`config.mk`:
```
export PLATFORM = sky130hd
export DESIGN_NAME = rename_status_table
export DESIGN_NICKNAME = d
export VERILOG_FILES = /design/src/rtl/rename_status_table.sv
export SDC_FILE = /design/constraint.sdc
export NUM_CORES = 1
export LEC_CHECK = 0
export CORE_UTILIZATION = 60
export DETAILED_ROUTE_END_ITERATION = 16
export DONT_BUFFER_PORTS = 1
export PLACE_DENSITY = 0.87
export SLEW_MARGIN = 20
export SYNTH_ARGS = -nofsm -noshare
export SYNTH_HDL_FRONTEND = slang
export SYNTH_SLANG_ARGS = --single-unit
```
`constraint.sdc`:
```
create_clock -name clk -period 4.3 [get_ports clk]
set_input_delay 0.86 -clock clk [delete_from_list [all_inputs] [get_ports clk]]
set_output_delay 0.86 -clock clk [all_outputs]
set_load 0.03 [all_outputs]
```
`src/rtl/rename_status_table.sv`:
```
module rename_status_table #(
  parameter int NUM_REGS     = 32,
  parameter int NUM_STATIONS = 7,
  localparam int REG_W = $clog2(NUM_REGS),
  localparam int TAG_W = $clog2(NUM_STATIONS + 1)
) (
  input  logic             clk,
  input  logic             rst_n,
  input  logic [REG_W-1:0] rd_a_idx,
  output logic [TAG_W-1:0] rd_a_tag,
  input  logic [REG_W-1:0] rd_b_idx,
  output logic [TAG_W-1:0] rd_b_tag,
  input  logic             iss_en,
  input  logic [REG_W-1:0] iss_reg,
  input  logic [TAG_W-1:0] iss_tag,
  input  logic             wb_en,
  input  logic [REG_W-1:0] wb_reg,
  input  logic [TAG_W-1:0] wb_tag
);

  logic [TAG_W-1:0] pend [NUM_REGS];

  logic claim, release_ok;

  assign claim      = iss_en && (iss_reg != '0);
  assign release_ok = wb_en && (pend[wb_reg] == wb_tag) &&
                      !(claim && (iss_reg == wb_reg));

  assign rd_a_tag = pend[rd_a_idx];
  assign rd_b_tag = pend[rd_b_idx];

  always_ff @(posedge clk) begin
    if (!rst_n) begin
      for (int i = 0; i < NUM_REGS; i++) pend[i] <= '0;
    end else begin
      if (release_ok) pend[wb_reg]  <= '0;
      if (claim)      pend[iss_reg] <= iss_tag;
    end
  end

endmodule

```
; ---- Word level (Yosys, flattened, before mapping)
; Memory sizes are Yosys's and may differ from the RTL's.
; Index checks and enable logic that the tools add are counted.
[classes]
n_eq_ne = 2
n_mux = 13
reduce_logical = 8
[ops]
columns = cell, n
row1 = 2-to-1 mux 5 bit, 2
row2 = 2-to-1 mux 1 bit, 9
row3 = 2-to-1 mux 3 bit, 2
row4 = OR reduction 3 bit, 2
row5 = equality test 5 bit, 1
row6 = nonzero test 5 bit, 1
row7 = logical AND 1 bit, 4
row8 = equality test 3 bit, 1
row9 = logical NOT 1 bit, 1
[totals]
inputBits = 30
word_cells = 24
ramBits = 96
n_memories = 1
reg_bits = 0
[mem_list]
columns = memory, words, width, rd, rd_ports_with_merged_regs, write_ports, line_no
row1 = pend, 32, 3, 3, 0, 32, 21  ; logic [TAG_W-1:0] pend [NUM_REGS];

; ---- Logic depth before layout (Yosys ltp)
[depth]
ltp_word = 10
mapped_depth = 11
depth_no_buf = 6

; ---- Least setup slack after synthesis
; Ideal clock, no wire load.
[synth_timing]
kind = input to output
from = input rd_a_idx[0]
to = output rd_a_tag[0]
t_arrival_ns = 3.066
stages = 5
setup_slack_ns = 0.374
path_buffers = 2
cell_sequence = clkbuf_1 > buf_1 > mux4_2 > mux4_2 > mux2_2
[synth_between]
elab_chain_cells = 1
[synth_rtl]
columns = item, line_no
row1 = from (decl), 9  ; input logic [REG_W-1:0] rd_a_idx,
row2 = memory (32 x 3 bit), n/a
row3 = to (decl), 10  ; output logic [TAG_W-1:0] rd_a_tag,
; Every way passes these cells.

==> run_summary.xml <==
<?xml version="1.0" encoding="UTF-8"?>
<metrics>
  <group name="yosys">
    <metric name="yosysTopAreaCell" unit="">edfxtp_1</metric>
    <metric name="synth.distinct_cells" unit="">47</metric>
    <metric name="synth_flop_cell" unit="">edfxtp_1</metric>
    <metric name="yosysSeqAreaShare" unit="">0.4118</metric>
    <metric name="ys_ff_latch" unit="">96</metric>
    <metric name="synthTopCellsByArea" unit="">edfxtp_1 (41%), mux4_2 (19%), mux2i_1 (6.9%), and2_1 (6.6%), o31ai_1 (2.5%)</metric>
    <metric name="postSynth.asyncResetShare" unit="">0</metric>
    <metric name="number_of_warning_messages_in_the_yosys_log" unit="">0</metric>
    <metric name="synth-edff-count" unit="">96</metric>
    <metric name="syn_inst_count" unit="">584</metric>
    <metric name="synth_top_area_frac" unit="">0.4118</metric>
    <metric name="synth_area" unit="um^2">7000</metric>
    <metric name="avgSynthCellArea" unit="um^2">11.99</metric>
  </group>
  <group name="timing">
    <metric name="max-slew-margin-rel" unit="">0.2195</metric>
    <metric name="hold_slack" unit="ns">0.7178</metric>
    <metric name="fin_skew" unit="ns">0.01032</metric>
    <metric name="timing.final.setup_violations" unit="">0</metric>
    <metric name="fin_crit" unit="ns">3.314</metric>
    <metric name="rsz0062_at_grt" unit="">no</metric>
    <metric name="finalCritPeriodShare" unit="">0.7706</metric>
    <metric name="timing.fmax" unit="GHz">0.3018</metric>
    <metric name="finalHoldViolCount" unit="">0</metric>
    <metric name="tightestPinTransition" unit="ns">1.168</metric>
    <metric name="final-max-slew-violation-count" unit="">0</metric>
    <metric name="fin_tns_setup" unit="ns">0</metric>
    <metric name="layout_setup_ws" unit="ns">0.9862</metric>
  </group>
  <group name="pwr">
    <metric name="power_share_of_the_sequential_group" unit="">0.512</metric>
    <metric name="p_int" unit="mW">1.649</metric>
    <metric name="power_switching" unit="uW">567.4</metric>
    <metric name="p_clk_frac" unit="">0.323</metric>
    <metric name="ir_worst_vdd" unit="uV">220.5</metric>
    <metric name="fin_total_pwr" unit="mW">2.216</metric>
    <metric name="pwr_density_cell" unit="nW/um^2">307.2</metric>
    <metric name="power.static_leakage" unit="nW">2.454</metric>
    <metric name="switching_share" unit="">0.2560</metric>
    <metric name="combinationalPowerShare" unit="">0.165</metric>
  </group>
  <group name="global_route">
    <metric name="antenna_found_initial" unit="">2</metric>
    <metric name="grt.met1_usage" unit="">0.4705</metric>
    <metric name="grt_util_met2" unit="">0.5482</metric>
    <metric name="global_route.usage.met3" unit="">0.1217</metric>
    <metric name="grt_most_used_layer" unit="">met2</metric>
    <metric name="total_track_usage" unit="">0.3536</metric>
    <metric name="grt_first_pass_wirelength" unit="um">30190</metric>
    <metric name="overflow" unit="">0</metric>
    <metric name="grt_pass1_vias" unit="">5014</metric>
    <metric name="pin_count_of_the_biggest_net_entering_global_routing" unit="">50</metric>
  </group>
  <group name="floorplan">
    <metric name="std_cell_rows" unit="">39</metric>
    <metric name="die_h" unit="um">110.0</metric>
    <metric name="core-area" unit="um^2">11370</metric>
    <metric name="ports" unit="">36</metric>
    <metric name="floorplan.die_area" unit="um^2">12100</metric>
    <metric name="initial_standard_cell_utilization_of_the_core" unit="">0.6157</metric>
    <metric name="dieWidth" unit="um">110.0</metric>
  </group>
  <group name="placed_design">
    <metric name="port_buffers" unit="">0</metric>
    <metric name="dp.final_hpwl" unit="um">14320</metric>
    <metric name="gp_congestion" unit="">0.9752</metric>
    <metric name="place_worst_setup_slack" unit="ns">0.7003</metric>
  </group>
  <group name="route">
    <metric name="wirelength" unit="um">20310</metric>
    <metric name="first_iter_violations" unit="">930</metric>
    <metric name="antenna_left" unit="">0</metric>
    <metric name="dr_wl_cell" unit="um">29.30</metric>
    <metric name="drt_first_pass_iters" unit="">5</metric>
    <metric name="route.detailed.vias_per_inst" unit="">7.543</metric>
    <metric name="num_vias" unit="">5227</metric>
    <metric name="drc" unit="">0</metric>
  </group>
  <group name="setup_path">
    <metric name="worst_ep_arrival_time" unit="ns">3.29</metric>
    <metric name="critical_path_required" unit="ns">4.28</metric>
    <metric name="worst_setup_path_start_kind" unit="">input pin</metric>
    <metric name="critPathCaptureType" unit="">flop</metric>
    <metric name="type_of_the_worst_setup_path" unit="">in -&gt; reg</metric>
    <metric name="worstPathMaxFanout" unit="">49</metric>
  </group>
  <group name="final_layout">
    <metric name="fin_nets" unit="">573</metric>
    <metric name="layout.filler_cells" unit="">814</metric>
    <metric name="syn_to_final_growth" unit="%">3.074</metric>
    <metric name="layout_common_cells" unit="">edfxtp_1 (96), and2_1 (74), mux4_2 (60)</metric>
    <metric name="layout_commonest_cell" unit="">edfxtp_1</metric>
    <metric name="share_of_post_route_cells_with_drive_strength_above_1" unit="">0.1679</metric>
    <metric name="reg_top3" unit="">pend (96)</metric>
    <metric name="top_register" unit="">pend</metric>
    <metric name="largest_register_ffs" unit="">96</metric>
  </group>
  <group name="cts">
    <metric name="hold_buffers" unit="">0</metric>
    <metric name="clock-sinks" unit="">96</metric>
    <metric name="clk-insertion-delay-late" unit="ns">0.34</metric>
    <metric name="clk_pin_slew_worst_paths" unit="ns">0.06</metric>
    <metric name="clk_root_buffer_cell" unit="">clkbuf_16</metric>
    <metric name="h_tree_lvls" unit="">3</metric>
    <metric name="cts_tree" unit="">built</metric>
    <metric name="postCtsSetupBuffers" unit="">0</metric>
    <metric name="post_cts_resized" unit="">0</metric>
    <metric name="clk_path_buf_depth" unit="">2</metric>
    <metric name="cts_made_buffers" unit="">9</metric>
  </group>
  <group name="run_status">
    <metric name="status" unit="">finished clean</metric>
  </group>
  <group name="flow_run">
    <metric name="maxCapViolations" unit="">0</metric>
  </group>
  <group name="min_path">
    <metric name="hp-class" unit="">in -&gt; reg</metric>
  </group>
</metrics>
per-layer routing:
metal | routed length, um | up-vias
met4 | 418 | 2
li1 | - | 2188
met5 | 11 | -
met1 | 7403 | 2559
met3 | 2974 | 40
met2 | 9499 | 438
synth_stat cells, drive strengths merged, types with 6 or more instances:
cell type / number
nand2: 39
inv: 8
and2: 74
buf: 30
nor2: 35
and3: 25
o311ai: 9
mux2: 6
mux4: 60
edfxtp: 96
o31ai: 23
o22ai: 21
mux2i: 48
clkbuf: 27
nor2b: 19
stage by stage:
stage / std cells / utilization / instance area [um^2]
final: 693 / 0.6346 / 7216
after global routing: 692 / 0.6344 / 7213
after CTS: 691 / 0.6342 / 7211
after detailed placement: 675 / 0.6109 / 6945
after global placement: 675 / 0.6109 / 6945
after floorplan: 586 / - / 7008
power by group through the flow:
| stage | clock, mW | sequential [mW] | combinational (mW) |
|---|---|---|---|
| floorplan | 0 | 1.13 | 0.338 |
| global placement | 0 | 1.15 | 0.346 |
| detailed placement | 0 | 1.15 | 0.353 |
| CTS | 0.716 | 1.13 | 0.354 |
| global route | 0.756 | 1.14 | 0.378 |
| finish | 0.717 | 1.13 | 0.365 |
worst paths after layout:
kind,start,endpoint,slack (ns),cells after the start
max,wb_reg[0],pend[18][1],0.99,7
min,iss_tag[0],pend[25][0],0.72,1
max reg2reg,pend[28][0],pend[18][1],1.21,7
min reg2reg,pend[30][0],pend[3][0],1.71,7
worst max-delay path, cell delays in order:
cell and delay, ns:
or4b_1 0.59, o22ai_1 0.17, nor4_1 0.09, and3_1 0.18
or4_1 0.50, buf_4 0.29, o311ai_1 0.57
cells by family (layout without fill, tap and decap cells):
family | Yosys count | count (layout) | synth area share
other | 1 | 5 | 0.0005357
flip-flops | 96 | 96 | 0.4118
XOR/XNOR | 4 | 4 | 0.005005
multiplexers | 114 | 114 | 0.2713
AND/OR/NAND/NOR | 238 | 238 | 0.1982
buffers and inverters | 65 | 27 | 0.04290
AO/OA/AOI/OAI | 66 | 66 | 0.07025
final cells by class:
type,instances,area [um^2],share of cell area
antenna,2,5.005,0.0006936
tap,143,178.9,0.02480
clock inverter,6,36.28,0.005029
timing repair buffer,3,22.52,0.003121
inverter,8,30.03,0.004162
multi-input combinational,425,3831,0.5310
clock buffer,10,229.0,0.03173
sequential,96,2883,0.3995
Note: power is estimated with default switching activity, not from simulation.
